===== src/rtl/edge_stamp_pkg.sv =====
package edge_stamp_pkg;

  localparam int unsigned REG_ADDR_W = 3;

  typedef enum logic [REG_ADDR_W-1:0] {
    A_CTRL    = 3'd0,
    A_PSC     = 3'd1,
    A_LOAD    = 3'd2,
    A_COUNT   = 3'd3,
    A_CAPTURE = 3'd4,
    A_STATUS  = 3'd5
  } reg_addr_e;

  // packed: first member is the MSB, so run is bit 0
  typedef struct packed {
    logic to_ie;    // bit 4
    logic cap_ie;   // bit 3
    logic fall_en;  // bit 2
    logic rise_en;  // bit 1
    logic run;      // bit 0
  } ctrl_t;

  localparam int unsigned CTRL_W = $bits(ctrl_t);
  localparam int unsigned NFLAGS = 2;
  localparam int unsigned FL_CAP = 0;
  localparam int unsigned FL_TO  = 1;

endpackage


===== src/rtl/edge_stamp_sync.sv =====
module edge_stamp_sync #(
  parameter int unsigned STAGES = 2
) (
  input  logic clk,
  input  logic rst,
  input  logic pin,
  output logic rise,
  output logic fall
);
  logic [STAGES-1:0] chain;
  logic              last;

  for (genvar i = 0; i < STAGES; i++) begin : g_stage
    if (i == 0) begin : g_first
      always_ff @(posedge clk) begin
        if (rst) chain[0] <= 1'b0;
        else     chain[0] <= pin;
      end
    end else begin : g_next
      always_ff @(posedge clk) begin
        if (rst) chain[i] <= 1'b0;
        else     chain[i] <= chain[i-1];
      end
    end
  end

  always_ff @(posedge clk) begin
    if (rst) last <= 1'b0;
    else     last <= chain[STAGES-1];
  end

  assign rise = chain[STAGES-1] & ~last;
  assign fall = ~chain[STAGES-1] & last;

  // a detected rising edge reflects a high pin level sampled STAGES clocks earlier
  p_rise_from_pin_r5: assert property (@(posedge clk) disable iff (rst)
    rise |-> $past(pin, STAGES));
  p_fall_from_pin_r5: assert property (@(posedge clk) disable iff (rst)
    fall |-> !$past(pin, STAGES));

endmodule


===== src/rtl/edge_stamp_counter.sv =====
module edge_stamp_counter #(
  parameter int unsigned CNT_W = 24
) (
  input  logic             clk,
  input  logic             rst,
  input  logic             run,
  input  logic             start,
  input  logic [CNT_W-1:0] bound,
  output logic [CNT_W-1:0] cnt,
  output logic             wrap
);
  logic at_bound;

  assign at_bound = (cnt >= bound);
  assign wrap     = run & ~start & at_bound;

  always_ff @(posedge clk) begin
    if (rst)        cnt <= '0;
    else if (start) cnt <= '0;
    else if (run) begin
      if (at_bound) cnt <= '0;
      else          cnt <= cnt + 1'b1;
    end
  end

  // at or above the bound the next value is zero
  p_wrap_zero_r3: assert property (@(posedge clk) disable iff (rst)
    (run && !start && cnt >= bound) |=> (cnt == '0));
  // below the bound the counter steps by one
  p_step_r3: assert property (@(posedge clk) disable iff (rst)
    (run && !start && cnt < bound) |=> (cnt == $past(cnt) + 1'b1));
  // enabling clears the counter
  p_start_clear_r4: assert property (@(posedge clk) disable iff (rst)
    start |=> (cnt == '0));
  // a stopped counter holds
  p_hold_r4: assert property (@(posedge clk) disable iff (rst)
    (!run && !start) |=> $stable(cnt));

endmodule


===== src/rtl/edge_stamp_status.sv =====
module edge_stamp_status
  import edge_stamp_pkg::*;
(
  input  logic              clk,
  input  logic              rst,
  input  logic [NFLAGS-1:0] set,
  input  logic              clr_we,
  input  logic [NFLAGS-1:0] clr_bits,
  input  logic [NFLAGS-1:0] ie,
  output logic [NFLAGS-1:0] flags,
  output logic              irq
);
  for (genvar i = 0; i < NFLAGS; i++) begin : g_flag
    always_ff @(posedge clk) begin
      if (rst)          flags[i] <= 1'b0;
      else if (set[i])  flags[i] <= 1'b1;   // set wins over a same-cycle clear
      else if (clr_we && clr_bits[i]) flags[i] <= 1'b0;
    end
  end

  always_ff @(posedge clk) begin
    if (rst) irq <= 1'b0;
    else     irq <= |(flags & ie);
  end

  // a capture always leaves the capture flag set
  p_cap_sticky_r8: assert property (@(posedge clk) disable iff (rst)
    set[FL_CAP] |=> flags[FL_CAP]);
  // a wrap always leaves the timeout flag set
  p_to_set_r9: assert property (@(posedge clk) disable iff (rst)
    set[FL_TO] |=> flags[FL_TO]);
  // a flag only rises because of its set input
  p_flag_rise_cause_r8: assert property (@(posedge clk) disable iff (rst)
    $rose(flags[FL_CAP]) |-> $past(set[FL_CAP]));

endmodule


===== src/rtl/edge_stamp_timer.sv =====
module edge_stamp_timer
  import edge_stamp_pkg::*;
#(
  parameter int unsigned PSC_W       = 8,
  parameter int unsigned LOAD_W      = 16,
  parameter int unsigned DATA_W      = 32,
  parameter int unsigned SYNC_STAGES = 2
) (
  input  logic                  clk,
  input  logic                  rst,
  input  logic                  bus_we,
  input  logic [REG_ADDR_W-1:0] bus_addr,
  input  logic [DATA_W-1:0]     bus_wdata,
  output logic [DATA_W-1:0]     bus_rdata,
  input  logic                  cap_pin,
  output logic                  cap_event,
  output logic                  irq
);
  localparam int unsigned CNT_W = PSC_W + LOAD_W;

  ctrl_t              ctrl_q;
  logic [PSC_W-1:0]   psc_q;
  logic [LOAD_W-1:0]  load_q;
  logic [CNT_W-1:0]   cap_q;
  logic [CNT_W-1:0]   cnt;
  logic [CNT_W-1:0]   bound;
  logic               cap_ev_q;
  logic [DATA_W-1:0]  rdata_q;
  logic [DATA_W-1:0]  rd_val;
  logic               rise, fall, det, wrap, start;
  logic               wr_ctrl, wr_psc, wr_load, wr_status;
  logic [NFLAGS-1:0]  flags, set_vec, ie_vec;

  assign wr_ctrl   = bus_we && (bus_addr == A_CTRL);
  assign wr_psc    = bus_we && (bus_addr == A_PSC);
  assign wr_load   = bus_we && (bus_addr == A_LOAD);
  assign wr_status = bus_we && (bus_addr == A_STATUS);

  assign start = wr_ctrl && bus_wdata[0] && !ctrl_q.run;
  assign bound = {psc_q, load_q};

  always_ff @(posedge clk) begin
    if (rst) begin
      ctrl_q <= '0;
      psc_q  <= '0;
      load_q <= '0;
    end else begin
      if (wr_ctrl) ctrl_q <= ctrl_t'(bus_wdata[CTRL_W-1:0]);
      if (wr_psc)  psc_q  <= bus_wdata[PSC_W-1:0];
      if (wr_load) load_q <= bus_wdata[LOAD_W-1:0];
    end
  end

  edge_stamp_sync #(.STAGES(SYNC_STAGES)) u_sync (
    .clk (clk),
    .rst (rst),
    .pin (cap_pin),
    .rise(rise),
    .fall(fall)
  );

  edge_stamp_counter #(.CNT_W(CNT_W)) u_cnt (
    .clk  (clk),
    .rst  (rst),
    .run  (ctrl_q.run),
    .start(start),
    .bound(bound),
    .cnt  (cnt),
    .wrap (wrap)
  );

  assign det = ctrl_q.run && ((rise && ctrl_q.rise_en) || (fall && ctrl_q.fall_en));

  always_ff @(posedge clk) begin
    if (rst) begin
      cap_q    <= '0;
      cap_ev_q <= 1'b0;
    end else begin
      cap_ev_q <= det;
      if (det) cap_q <= cnt;
    end
  end

  assign set_vec[FL_CAP] = det;
  assign set_vec[FL_TO]  = wrap;
  assign ie_vec[FL_CAP]  = ctrl_q.cap_ie;
  assign ie_vec[FL_TO]   = ctrl_q.to_ie;

  edge_stamp_status u_status (
    .clk     (clk),
    .rst     (rst),
    .set     (set_vec),
    .clr_we  (wr_status),
    .clr_bits(bus_wdata[NFLAGS-1:0]),
    .ie      (ie_vec),
    .flags   (flags),
    .irq     (irq)
  );

  always_comb begin
    rd_val = '0;
    case (bus_addr)
      A_CTRL:    rd_val[CTRL_W-1:0] = ctrl_q;
      A_PSC:     rd_val[PSC_W-1:0]  = psc_q;
      A_LOAD:    rd_val[LOAD_W-1:0] = load_q;
      A_COUNT:   rd_val[CNT_W-1:0]  = cnt;
      A_CAPTURE: rd_val[CNT_W-1:0]  = cap_q;
      A_STATUS:  rd_val[NFLAGS-1:0] = flags;
      default:   rd_val = '0;
    endcase
  end

  always_ff @(posedge clk) begin
    if (rst) rdata_q <= '0;
    else     rdata_q <= rd_val;
  end

  assign bus_rdata = rdata_q;
  assign cap_event = cap_ev_q;

  // a stopped timer raises no capture strobe
  p_stopped_no_capture_r12: assert property (@(posedge clk) disable iff (rst)
    !ctrl_q.run |=> !cap_event);
  // strobe lasts one clock (pin held at least two clocks)
  p_event_one_cycle_r7: assert property (@(posedge clk) disable iff (rst)
    cap_event |=> !cap_event);
  // the capture register only changes along with a strobe
  p_capture_with_event_r7: assert property (@(posedge clk) disable iff (rst)
    !$stable(cap_q) |-> cap_event);

endmodule


===== config.mk =====
export PLATFORM = sky130hd
export DESIGN_NAME = edge_stamp_timer
export DESIGN_NICKNAME = d
export VERILOG_FILES = /design/src/rtl/edge_stamp_pkg.sv /design/src/rtl/edge_stamp_sync.sv /design/src/rtl/edge_stamp_counter.sv /design/src/rtl/edge_stamp_status.sv /design/src/rtl/edge_stamp_timer.sv
export SDC_FILE = /design/constraint.sdc
export NUM_CORES = 1
export LEC_CHECK = 0
export BUFFER_PORTS_ARGS = -buffer_cell sky130_fd_sc_hd__buf_2
export CELL_PAD_IN_SITES_DETAIL_PLACEMENT = 0
export CELL_PAD_IN_SITES_GLOBAL_PLACEMENT = 1
export CORE_MARGIN = 2
export CORE_UTILIZATION = 30
export DETAILED_ROUTE_END_ITERATION = 7
export HOLD_SLACK_MARGIN = 0.03
export PLACE_DENSITY_LB_ADDON = 0.1
export SLEW_MARGIN = 40
export SYNTH_ARGS = -nofsm -noshare
export SYNTH_HDL_FRONTEND = slang
export SYNTH_SLANG_ARGS = --single-unit

===== constraint.sdc =====
create_clock -name clk -period 3.6 [get_ports clk]
set_input_delay 0.18 -clock clk [delete_from_list [all_inputs] [get_ports clk]]
set_output_delay 0.18 -clock clk [all_outputs]
set_load 0.01 [all_outputs]

==> results of run 1 <==
==> sequential cells by signal (all words and copies together), names as in the netlist <==
register and flops:
bus_rdata 24, cap_event 1, cap_q 24, ctrl_q 5, load_q 16, psc_q 8
u_cnt.cnt 24, u_status.flags 2, u_status.irq 1, u_sync.chain 2, u_sync.last 1
==> kinds of logic after synthesis <==
family,count (synthesis)
AO/OA/AOI/OAI,98
XOR/XNOR,19
adder cells (fa/ha/maj),25
buffers and inverters,70
flip-flops,108
multiplexers,37
other,1
AND/OR/NAND/NOR,237
==> through the flow <==
stage | power (mW) | cell area (µm²) | instances | util (%)
after floorplan | 1.34 | 5050 | 602 | -
final | 2.43 | 5750 | 857 | 34.9
after global routing | 2.53 | 5750 | 857 | 34.9
after global placement | 1.38 | 5400 | 840 | 32.8
after detailed placement | 1.38 | 5440 | 841 | 33.0
after CTS | 2.47 | 5750 | 857 | 34.9
==> Yosys cell counts, types with 11 or more instances <==
master / count
dfxtp_1: 108
nor2_1: 95
nand2_1: 74
a21oi_1: 56
mux2i_1: 35
inv_1: 32
nor3_1: 26
ha_1: 25
clkbuf_1: 18
a22oi_1: 14
xnor2_1: 11
==> power by group through the flow <==
stage	clock network, mW	registers [mW]	logic [mW]
final	1.08	1.21	0.142
after CTS	1.12	1.21	0.143
after global routing	1.16	1.21	0.157
after global placement	0	1.24	0.138
after floorplan	0	1.24	0.108
after detailed placement	0	1.24	0.142
==> worst paths after layout <==
kind / from / end / cells past startpoint
max: psc_q[3] / u_cnt.cnt[5] / 7
min: cap_pin / u_sync.chain[0] / 2
max reg2reg: psc_q[3] / u_cnt.cnt[5] / 7
min reg2reg: u_sync.chain[0] / u_sync.chain[1] / 1
==> routing by layer <==
| metal | share of wire [%] | track usage [%] |
|---|---|---|
| met3 | 3.3 | 3.04 |
| met1 | 48 | 20.9 |
| met5 | 0 | 0 |
| met2 | 47 | 25.7 |
| met4 | 2.0 | 5.56 |
==> area by class of cell <==
class	count	area, µm²	share of cell area (%)
multi-input combinational	424	2560	44.5
sequential	108	2160	37.6
timing repair buffer	56	313	5.44
tap	220	275	4.78
clock buffer	11	233	4.04
inverter	33	124	2.15
clock inverter	5	86.3	1.50
==> critical path, cell delays in order (launching register included) <==
cell and delay, ns:
dfxtp_1 0.41, inv_1 0.07, ha_1 0.31, nand4_1 0.15, or4_4 0.55, or4_4 0.60, a21oi_4 0.50, nor3_1 0.11
==> flow_metrics.env, run 1 <==
export IMPL_outcome="complete, no violations"
export IMPL_nets=696
export IMPL_worstSetupEndpointType="flop"
export IMPL_post_synth_and_or_nand_nor_area_fraction_pct=20.7
export IMPL_grt_max_degree=54
export IMPL_drc_violation_count_after_routing=0
export IMPL_vias=4134
export IMPL_globalplace_congestion=0.781
export IMPL_yosys_register_bits=108
export IMPL_num_antenna_cells=0
export IMPL_drt_first_iter_violations=149
export IMPL_fin_hold_ws_ns=0.0466
export IMPL_via_count_of_the_first_global_routing_pass=4016
export IMPL_number_of_enable_flip_flop_cells_after_synthesis=0
export IMPL_via_per_inst=4.82
export IMPL_cts_buffers_inserted=9
export IMPL_timing_hold_violations_final=0
export IMPL_drive_above_1_share_pct=12.7
export IMPL_share_clk_of_total_power_pct=44.4
export IMPL_netlist_cell_type_count=51
export IMPL_floorplan_initialDensity_pct=30.5
export IMPL_clkSlewWorstSetupHoldPaths_ns=0.07
export IMPL_power_leakage_nw=2.29
export IMPL_worstSkewPairLatency_ns=0.36
export IMPL_die_w_um=133
export IMPL_synthAdderAreaFrac_pct=6.23
export IMPL_yosys_area_share_xor_xnor_pct=3.31
export IMPL_critical_path_required_ns=3.82
export IMPL_ctsRootBufferMaster="clkbuf_16"
export IMPL_rows=47
export IMPL_hold_buffers=0
export IMPL_rsz_0062_raised_after_global_routing="false"
export IMPL_setup_ws_ns=0.743
export IMPL_place_port_buffers=48
export IMPL_final_common_cell="dfxtp_1"
export IMPL_seq_area_frac_synth_pct=43.1
export IMPL_fraction_of_the_mapped_netlist_area_in_compound_gates_pct=11.9
export IMPL_slew_headroom_pct=48.1
export IMPL_final_min_period_over_clock_period_pct=79.4
export IMPL_mappedNetlistArea_um2=5020
export IMPL_area_delta_synth_final_pct=14.6
export IMPL_power_share_sequential_pct=49.8
export IMPL_cts_sinks=108
export IMPL_tritoncts_clock_tree="done"
export IMPL_internal_power_mw=1.86
export IMPL_yosys_area_top_type_share_pct=43.1
export IMPL_remaining_antenna_violation_count=0
export IMPL_final_fill_count=1798
export IMPL_finalMaxSlewViolations=0
export IMPL_synth_flop_cell="dfxtp_1"
export IMPL_yosys_warnings=0
export IMPL_cts_htree_levels=3
export IMPL_final_period_minus_worst_setup_slack_ns=2.86
export IMPL_synthesis_area_per_instance_um2=8.44
export IMPL_grt_total_usage_pct=15.8
export IMPL_yosys_top_cells_area="dfxtp_1 43%, nor2_1 7.1%, mux2i_1 7.0%"
export IMPL_hp_class="in2reg"
export IMPL_clock_path_buffers=2
export IMPL_design_core_area_um2=16500
export IMPL_power_density_cell_area_nw_per_um2=423
export IMPL_worst_pin_slew_ns=0.778
export IMPL_syn_instance_count=595
export IMPL_die_y_um=133
export IMPL_dpl_worst_slack_ns=0.737
export IMPL_totalWireLength_um=13500
export IMPL_sw_frac_of_total_pct=23.4
export IMPL_maxCapViolations=0
export IMPL_fp_dieArea_um2=17800
export IMPL_cp_max_fo=19
export IMPL_start_kind="flop"
export IMPL_finClkSkew_ns=0.00823
export IMPL_first_pass_grt_wire_length_um=21700
export IMPL_cts_repair_timing_setup_buffer_count=0
export IMPL_route_detailed_wl_per_inst_um=15.8
export IMPL_comb_pwr_share_pct=5.8
export IMPL_design_portCount=73
export IMPL_synthMuxAreaShare_pct=7.87
export IMPL_vdd_ir_drop_max_mv=0.236
export IMPL_yosys_area_top_type="dfxtp_1"
export IMPL_async_set_or_reset_flop_fraction_in_the_synthesized_netlist_pct=0
export IMPL_crit_arrival_ns=3.08
export IMPL_timing_final_setup_violations=0
export IMPL_fmax_mhz=350
export IMPL_gr_total_overflow=0
export IMPL_antenna_violations_before_repair=0
export IMPL_tns_ns=0
export IMPL_first_pass_iters=4
export IMPL_most_common_layout_cells="108 x dfxtp_1, 95 x nor2_1, 74 x nand2_1"
export IMPL_synth_top_family_by_area="simple AND/OR/NAND/NOR gates"
export IMPL_timing_setup_critical_path_class="reg2reg"
export IMPL_hpwl_um=9670
export IMPL_cts_resized=0
export IMPL_p_switching_mw=0.569
export IMPL_rrSetupSlack_ns=0.74
(Power assumes the default switching activity.)
==> inputs of run 2 (changes only) <==
ABC_AREA = 1   (was default)
clock period = 2.5 ns   (was 3.6 ns; I/O delays follow)
==> flow_metrics.env, run 2 <==
export IMPL_outcome="complete, no violations"
export IMPL_setup_ws_ns=0.525
export IMPL_dpl_worst_slack_ns=0.492
export IMPL_route_detailed_wl_per_inst_um=15.7
export IMPL_clock_path_buffers=2
export IMPL_die_y_um=133
export IMPL_tritoncts_clock_tree="done"
export IMPL_yosys_area_top_type_share_pct=43.1
export IMPL_crit_chain="ha_1 > a21o_1 > nor2_1 > nand2_1 > a21oi_1 > nand2_1 > nand2_1 > nand2_4 > nor2_1"
export IMPL_gr_total_overflow=0
export IMPL_final_period_minus_worst_setup_slack_ns=1.98
export IMPL_synthesis_area_per_instance_um2=7.84
export IMPL_final_seq_area_um2=2160
export IMPL_design_core_area_um2=16500
export IMPL_first_pass_grt_wire_length_um=22700
export IMPL_vias=4177
export IMPL_seq_area_frac_synth_pct=43.1
export IMPL_crit_arrival_ns=2.26
export IMPL_cts_resized=0
export IMPL_worstSetupEndpoint="u_cnt.cnt[17]"
export IMPL_via_count_of_the_first_global_routing_pass=4087
export IMPL_vdd_ir_drop_max_mv=0.342
export IMPL_fp_dieArea_um2=17800
export IMPL_clkSlewWorstSetupHoldPaths_ns=0.07
export IMPL_cts_buffers_inserted=9
export IMPL_worstSkewPairLatency_ns=0.35
export IMPL_critical_path_max_stage_delay_ns=0.46
export IMPL_mappedNetlistArea_um2=5010
export IMPL_yosys_warnings=0
export IMPL_totalWireLength_um=14200
export IMPL_power_density_cell_area_nw_per_um2=581
export IMPL_grt_total_usage_pct=16.7
export IMPL_drt_first_iter_violations=189
export IMPL_timing_setup_critical_path_class="reg2reg"
export IMPL_synth_flop_cell="dfxtp_1"
export IMPL_finClkSkew_ns=0.00616
export IMPL_dominant_cell_by_count_in_the_synthesized_netlist="dfxtp_1"
export IMPL_timing_hold_worst_path_depth=3
export IMPL_remaining_antenna_violation_count=0
export IMPL_slowest_library_cell_on_the_worst_path="dfxtp_1"
export IMPL_cts_htree_levels=3
export IMPL_start_kind="flop"
export IMPL_rows=47
export IMPL_hpwl_um=9900
export IMPL_yosys_register_bits=108
export IMPL_area_delta_synth_final_pct=14.0
export IMPL_antenna_violations_before_repair=0
export IMPL_final_min_period_over_clock_period_pct=79.0
export IMPL_rrSetupSlack_ns=0.52
export IMPL_yosys_area_top_type="dfxtp_1"
export IMPL_yosys_top_cells_area="dfxtp_1 43%, nor2_1 6.7%, a21oi_1 6.7%"
export IMPL_power_leakage_nw=2.35
export IMPL_final_fill_count=1796
export IMPL_timing_hold_violations_final=0
export IMPL_drc_violation_count_after_routing=0
export IMPL_most_common_layout_cells="108 x dfxtp_1, 90 x nor2_1, 79 x nand2_1"
export IMPL_die_w_um=133
export IMPL_tns_ns=0
export IMPL_num_antenna_cells=0
export IMPL_grt_max_degree=54
export IMPL_cp_depth=9
export IMPL_finalMaxSlewViolations=0
export IMPL_ctsRootBufferMaster="clkbuf_16"
export IMPL_critical_path_required_ns=2.78
export IMPL_via_per_inst=4.60
export IMPL_rsz_0062_raised_after_global_routing="false"
export IMPL_number_of_enable_flip_flop_cells_after_synthesis=0
export IMPL_netlist_cell_type_count=39
export IMPL_design_portCount=73
export IMPL_ff2ff_path_depth=9
export IMPL_hp_class="in2reg"
export IMPL_crit_start="u_cnt.cnt[15]"
export IMPL_timing_rr_start="u_cnt.cnt[15]"
export IMPL_final_common_cell="dfxtp_1"
export IMPL_place_port_buffers=48
export IMPL_slew_headroom_pct=63.3
export IMPL_nets=749
export IMPL_globalplace_congestion=0.771
export IMPL_worst_pin_slew_ns=0.549
export IMPL_path_common_cell="nand2_1"
export IMPL_critical_path_reg2reg_endpoint="u_cnt.cnt[17]"
export IMPL_async_set_or_reset_flop_fraction_in_the_synthesized_netlist_pct=0
export IMPL_worstSetupEndpointType="flop"
export IMPL_drive_above_1_share_pct=15.5
export IMPL_cp_top_family="simple AND/OR/NAND/NOR gates"
export IMPL_syn_instance_count=639
export IMPL_synth_common_cells="108 x dfxtp_1, 90 x nor2_1, 79 x nand2_1"
export IMPL_cp_max_fo=24
export IMPL_maxCapViolations=0
export IMPL_fmax_mhz=506
export IMPL_cp_buffers_inverters=0
export IMPL_first_pass_iters=4
export IMPL_multi_input_comb_area_um2=2360
export IMPL_floorplan_initialDensity_pct=30.4
export IMPL_cts_sinks=108
export IMPL_timing_final_setup_violations=0
run 2: cell count changes after synthesis, sizes merged, moves of 6 or more:
| cell | previous run | this run |
|---|---|---|
| a21oi | 57 | 67 |
| nor3 | 27 | 5 |
| nor2b | 7 | 0 |
| mux2i | 35 | 0 |
| clkbuf | 19 | 11 |
| nor2 | 95 | 101 |
| a221oi | 4 | 11 |
| a22oi | 14 | 2 |
| inv | 32 | 83 |
| nand2 | 74 | 86 |
| o21ai | 5 | 58 |
| o22ai | 3 | 12 |
run 2: repair_timing:
item,4_1_cts,5_1_grt
endpoints found under the hold margin,2,0
setup buffers,0,0
hold buffers,2,0
run 2: logic make-up after synthesis:
logic type | share of synthesized area [%]
xor+xnor | 3.32
fa+ha+maj | 6.24
compound gates | 17.1
other cells | 0.0748
simple gates | 19.8
flops | 43.1
buf+inv | 10.3
run 2: power breakdown:
part           internal (mW)  switching (mW)  total, mW
combinational         0.0673           0.153      0.220
sequential              1.74          0.0114       1.75
clock                  0.723           0.624       1.35
run 2: worst min-delay path by stage:
stage,start,to
after detailed placement,cap_pin,u_sync.chain[0]
final,bus_wdata[11],load_q[11]
after global placement,cap_pin,u_sync.chain[0]
after global routing,bus_wdata[11],load_q[11]
after CTS,bus_wdata[11],load_q[11]
after floorplan,cap_pin,u_sync.chain[0]
run 2: layout make-up:
| class | instances | share of cell area [%] |
|---|---|---|
| flip-flops and latches | 108 | 37.8 |
| clock buffers | 13 | 4.55 |
| well taps | 220 | 4.82 |
| repair buffers | 60 | 5.87 |
| multi-input cells | 423 | 41.3 |
| inverters | 83 | 5.50 |
| clock inverters | 2 | 0.175 |
run 2: worst register-to-register path: cells and delay by family (launching register included):
kind | cells | cell delay (ns)
AO/OA/AOI/OAI | 2 | 0.31
AND/OR/NAND/NOR | 6 | 0.83
flip-flops | 1 | 0.46
adder cells (fa/ha/maj) | 1 | 0.30
run 2: metal layers:
layer  GRT usage (%)  up-vias  share of wire (%)
met5               0        -                  0
met4            6.21        0                1.6
met3            2.74       15                3.6
met2            27.0       67                 45
met1            22.6     1936                 49
li1                -     2159                  -
run 2: per-stage QoR:
stage	instances	instance area [µm²]	total power [mW]	utilization (%)	hold slack, ns
2_1_floorplan	646	5040	1.95	-	0.232
3_3_place_gp	892	5420	2.01	32.9	0.332
3_5_place_dp	892	5420	2.01	32.9	0.341
4_1_cts	909	5710	3.38	34.7	0.0302
5_1_grt	909	5710	3.48	34.7	0.0596
6_report	909	5710	3.32	34.7	0.0451
==> inputs of run 3 (changes only) <==
clock period = 1.6 ns   (was 2.5 ns; I/O delays follow)
==> flow_metrics.env, run 3 (synthesis gave the netlist of run 2 again) <==
export IMPL_ctsRootBufferMaster="clkbuf_16"
export IMPL_drc_violation_count_after_routing=0
export IMPL_via_per_inst=4.67
export IMPL_area_delta_synth_final_pct=37.3
export IMPL_postLayoutCellArea_um2=6880
export IMPL_cp_max_fo=6
export IMPL_place_port_buffers=48
export IMPL_crit_arrival_ns=1.99
export IMPL_fmax_mhz=591
export IMPL_start_kind="flop"
export IMPL_maxCapViolations=0
export IMPL_grt_max_degree=33
export IMPL_highest_signal_layer="met4"
export IMPL_tritoncts_clock_tree="done"
export IMPL_design_portCount=73
export IMPL_worstSkewPairLatency_ns=0.36
export IMPL_nets=832
export IMPL_totalWireLength_um=15800
export IMPL_drive_above_1_share_pct=35.6
export IMPL_num_antenna_cells=0
export IMPL_fp_dieArea_um2=17800
export IMPL_via_count_of_the_first_global_routing_pass=4520
export IMPL_first_pass_iters=4
export IMPL_met3_wirelength_um=611
export IMPL_hpwl_um=11000
export IMPL_power_leakage_nw=2.80
export IMPL_rows=47
export IMPL_drt_first_iter_violations=240
export IMPL_remaining_antenna_violation_count=0
export IMPL_vias=4633
export IMPL_final_min_period_over_clock_period_pct=106
export IMPL_clock_path_buffers=2
export IMPL_timing_final_setup_violations=25
export IMPL_hp_class="in2reg"
export IMPL_vdd_ir_drop_max_mv=0.494
export IMPL_die_y_um=133
export IMPL_wl_met1_um=7550
export IMPL_post_dp_cell_area_um2=5940
export IMPL_timing_hold_violations_final=0
export IMPL_final_period_minus_worst_setup_slack_ns=1.69
export IMPL_antenna_violations_before_repair=0
export IMPL_globalplace_congestion=0.803
export IMPL_outcome="complete, but fails checks"
export IMPL_setup_ws_ns=-0.0921
export IMPL_finClkSkew_ns=0.00900
export IMPL_power_density_cell_area_nw_per_um2=797
export IMPL_die_w_um=133
export IMPL_route_detailed_wl_per_inst_um=15.9
export IMPL_postLayoutCoreUtil_pct=41.8
export IMPL_worstSetupEndpointType="flop"
export IMPL_cts_buffers_inserted=9
export IMPL_clkSlewWorstSetupHoldPaths_ns=0.08
export IMPL_first_pass_grt_wire_length_um=24400
export IMPL_cts_htree_levels=3
export IMPL_final_common_cell="dfxtp_1"
export IMPL_cts_sinks=108
export IMPL_critical_path_required_ns=1.90
export IMPL_rsz_0062_raised_after_global_routing="true"
export IMPL_most_common_layout_cells="89 x dfxtp_1, 77 x buf_4, 70 x nor2_1"
export IMPL_timing_setup_critical_path_class="reg2reg"
export IMPL_finalMaxSlewViolations=0
export IMPL_grt_total_usage_pct=17.8
export IMPL_wl_met2_um=7400
export IMPL_design_core_area_um2=16500
export IMPL_gr_total_overflow=0
export IMPL_floorplan_initialDensity_pct=30.4
export IMPL_failed_checks="negative setup slack"
-- run 3: changes by cell type in the layout (fill, tap and decap cells not counted), sizes merged --
cell	change
clkbuf	-2
dlygate4sd3	+10
buf	+70
nand2	+3
clkinvlp	+1
clkinv	+1
inv	+1
-- run 3: what timing repair did --
action,4_1_cts,5_1_grt
hold buffers,12,0
pin swaps,11,31
hold endpoints to repair,13,0
gates cloned,1,2
setup endpoints to repair,25,26
setup buffers,1,4
gates resized for setup,33,78
-- run 3: cell type report --
type / count / area [µm²]
well taps: 220 / 275
fillers: 1715 / 9580
flip-flops and latches: 108 / 2190
clock inverters: 5 / 35.0
multi-input cells: 426 / 2830
inverters: 83 / 317
clock buffers: 11 / 253
repair buffers: 140 / 990
-- run 3: through the flow --
stage	hold WS (ns)	std cells	setup slack, ns	total power, mW	setup TNS [ns]
after floorplan	0.187	646	0.0431	3.04	0
after global placement	0.284	957	-0.343	3.20	-8.36
after detailed placement	0.299	957	-0.368	3.20	-8.58
after CTS	0.0338	987	-0.152	5.49	-3.40
after global routing	0.0539	993	-0.206	5.70	-4.43
final	0.0529	993	-0.0921	5.49	-1.84
-- run 3: path summary, 6_finish.rpt --
kind | startpoint | end | slack (ns) | cells after the start
worst max-delay path | psc_q[6] | u_cnt.cnt[15] | -0.09 | 12
worst min-delay path | bus_wdata[7] | psc_q[7] | 0.05 | 3
worst max register to register | psc_q[6] | u_cnt.cnt[15] | -0.09 | 12
worst min register to register | u_sync.chain[0] | u_sync.chain[1] | 0.42 | 2
-- run 3: layer usage --
metal | vias to the layer above | global-route usage (%)
met5 | - | 0
met4 | 0 | 4.61
met3 | 16 | 4.07
met2 | 87 | 29.6
met1 | 2195 | 23.4
li1 | 2335 | -
-- run 3: power breakdown --
| group | switching, mW | total, mW | internal [mW] |
|---|---|---|---|
| clock network | 1.08 | 2.23 | 1.15 |
| logic | 0.314 | 0.518 | 0.204 |
| registers | 0.0175 | 2.74 | 2.72 |
-- run 3: worst max-delay path, stage by stage, from the launching register on --
cell	delay [ns]
dfxtp_2	0.33
inv_2	0.11
ha_4	0.22
nand2_4	0.07
nor2_4	0.04
buf_4	0.12
nand2_1	0.07
nand2_2	0.06
a21oi_4	0.13
nand2_2	0.11
nand2_8	0.15
nand2_8	0.10
nor2_4	0.12
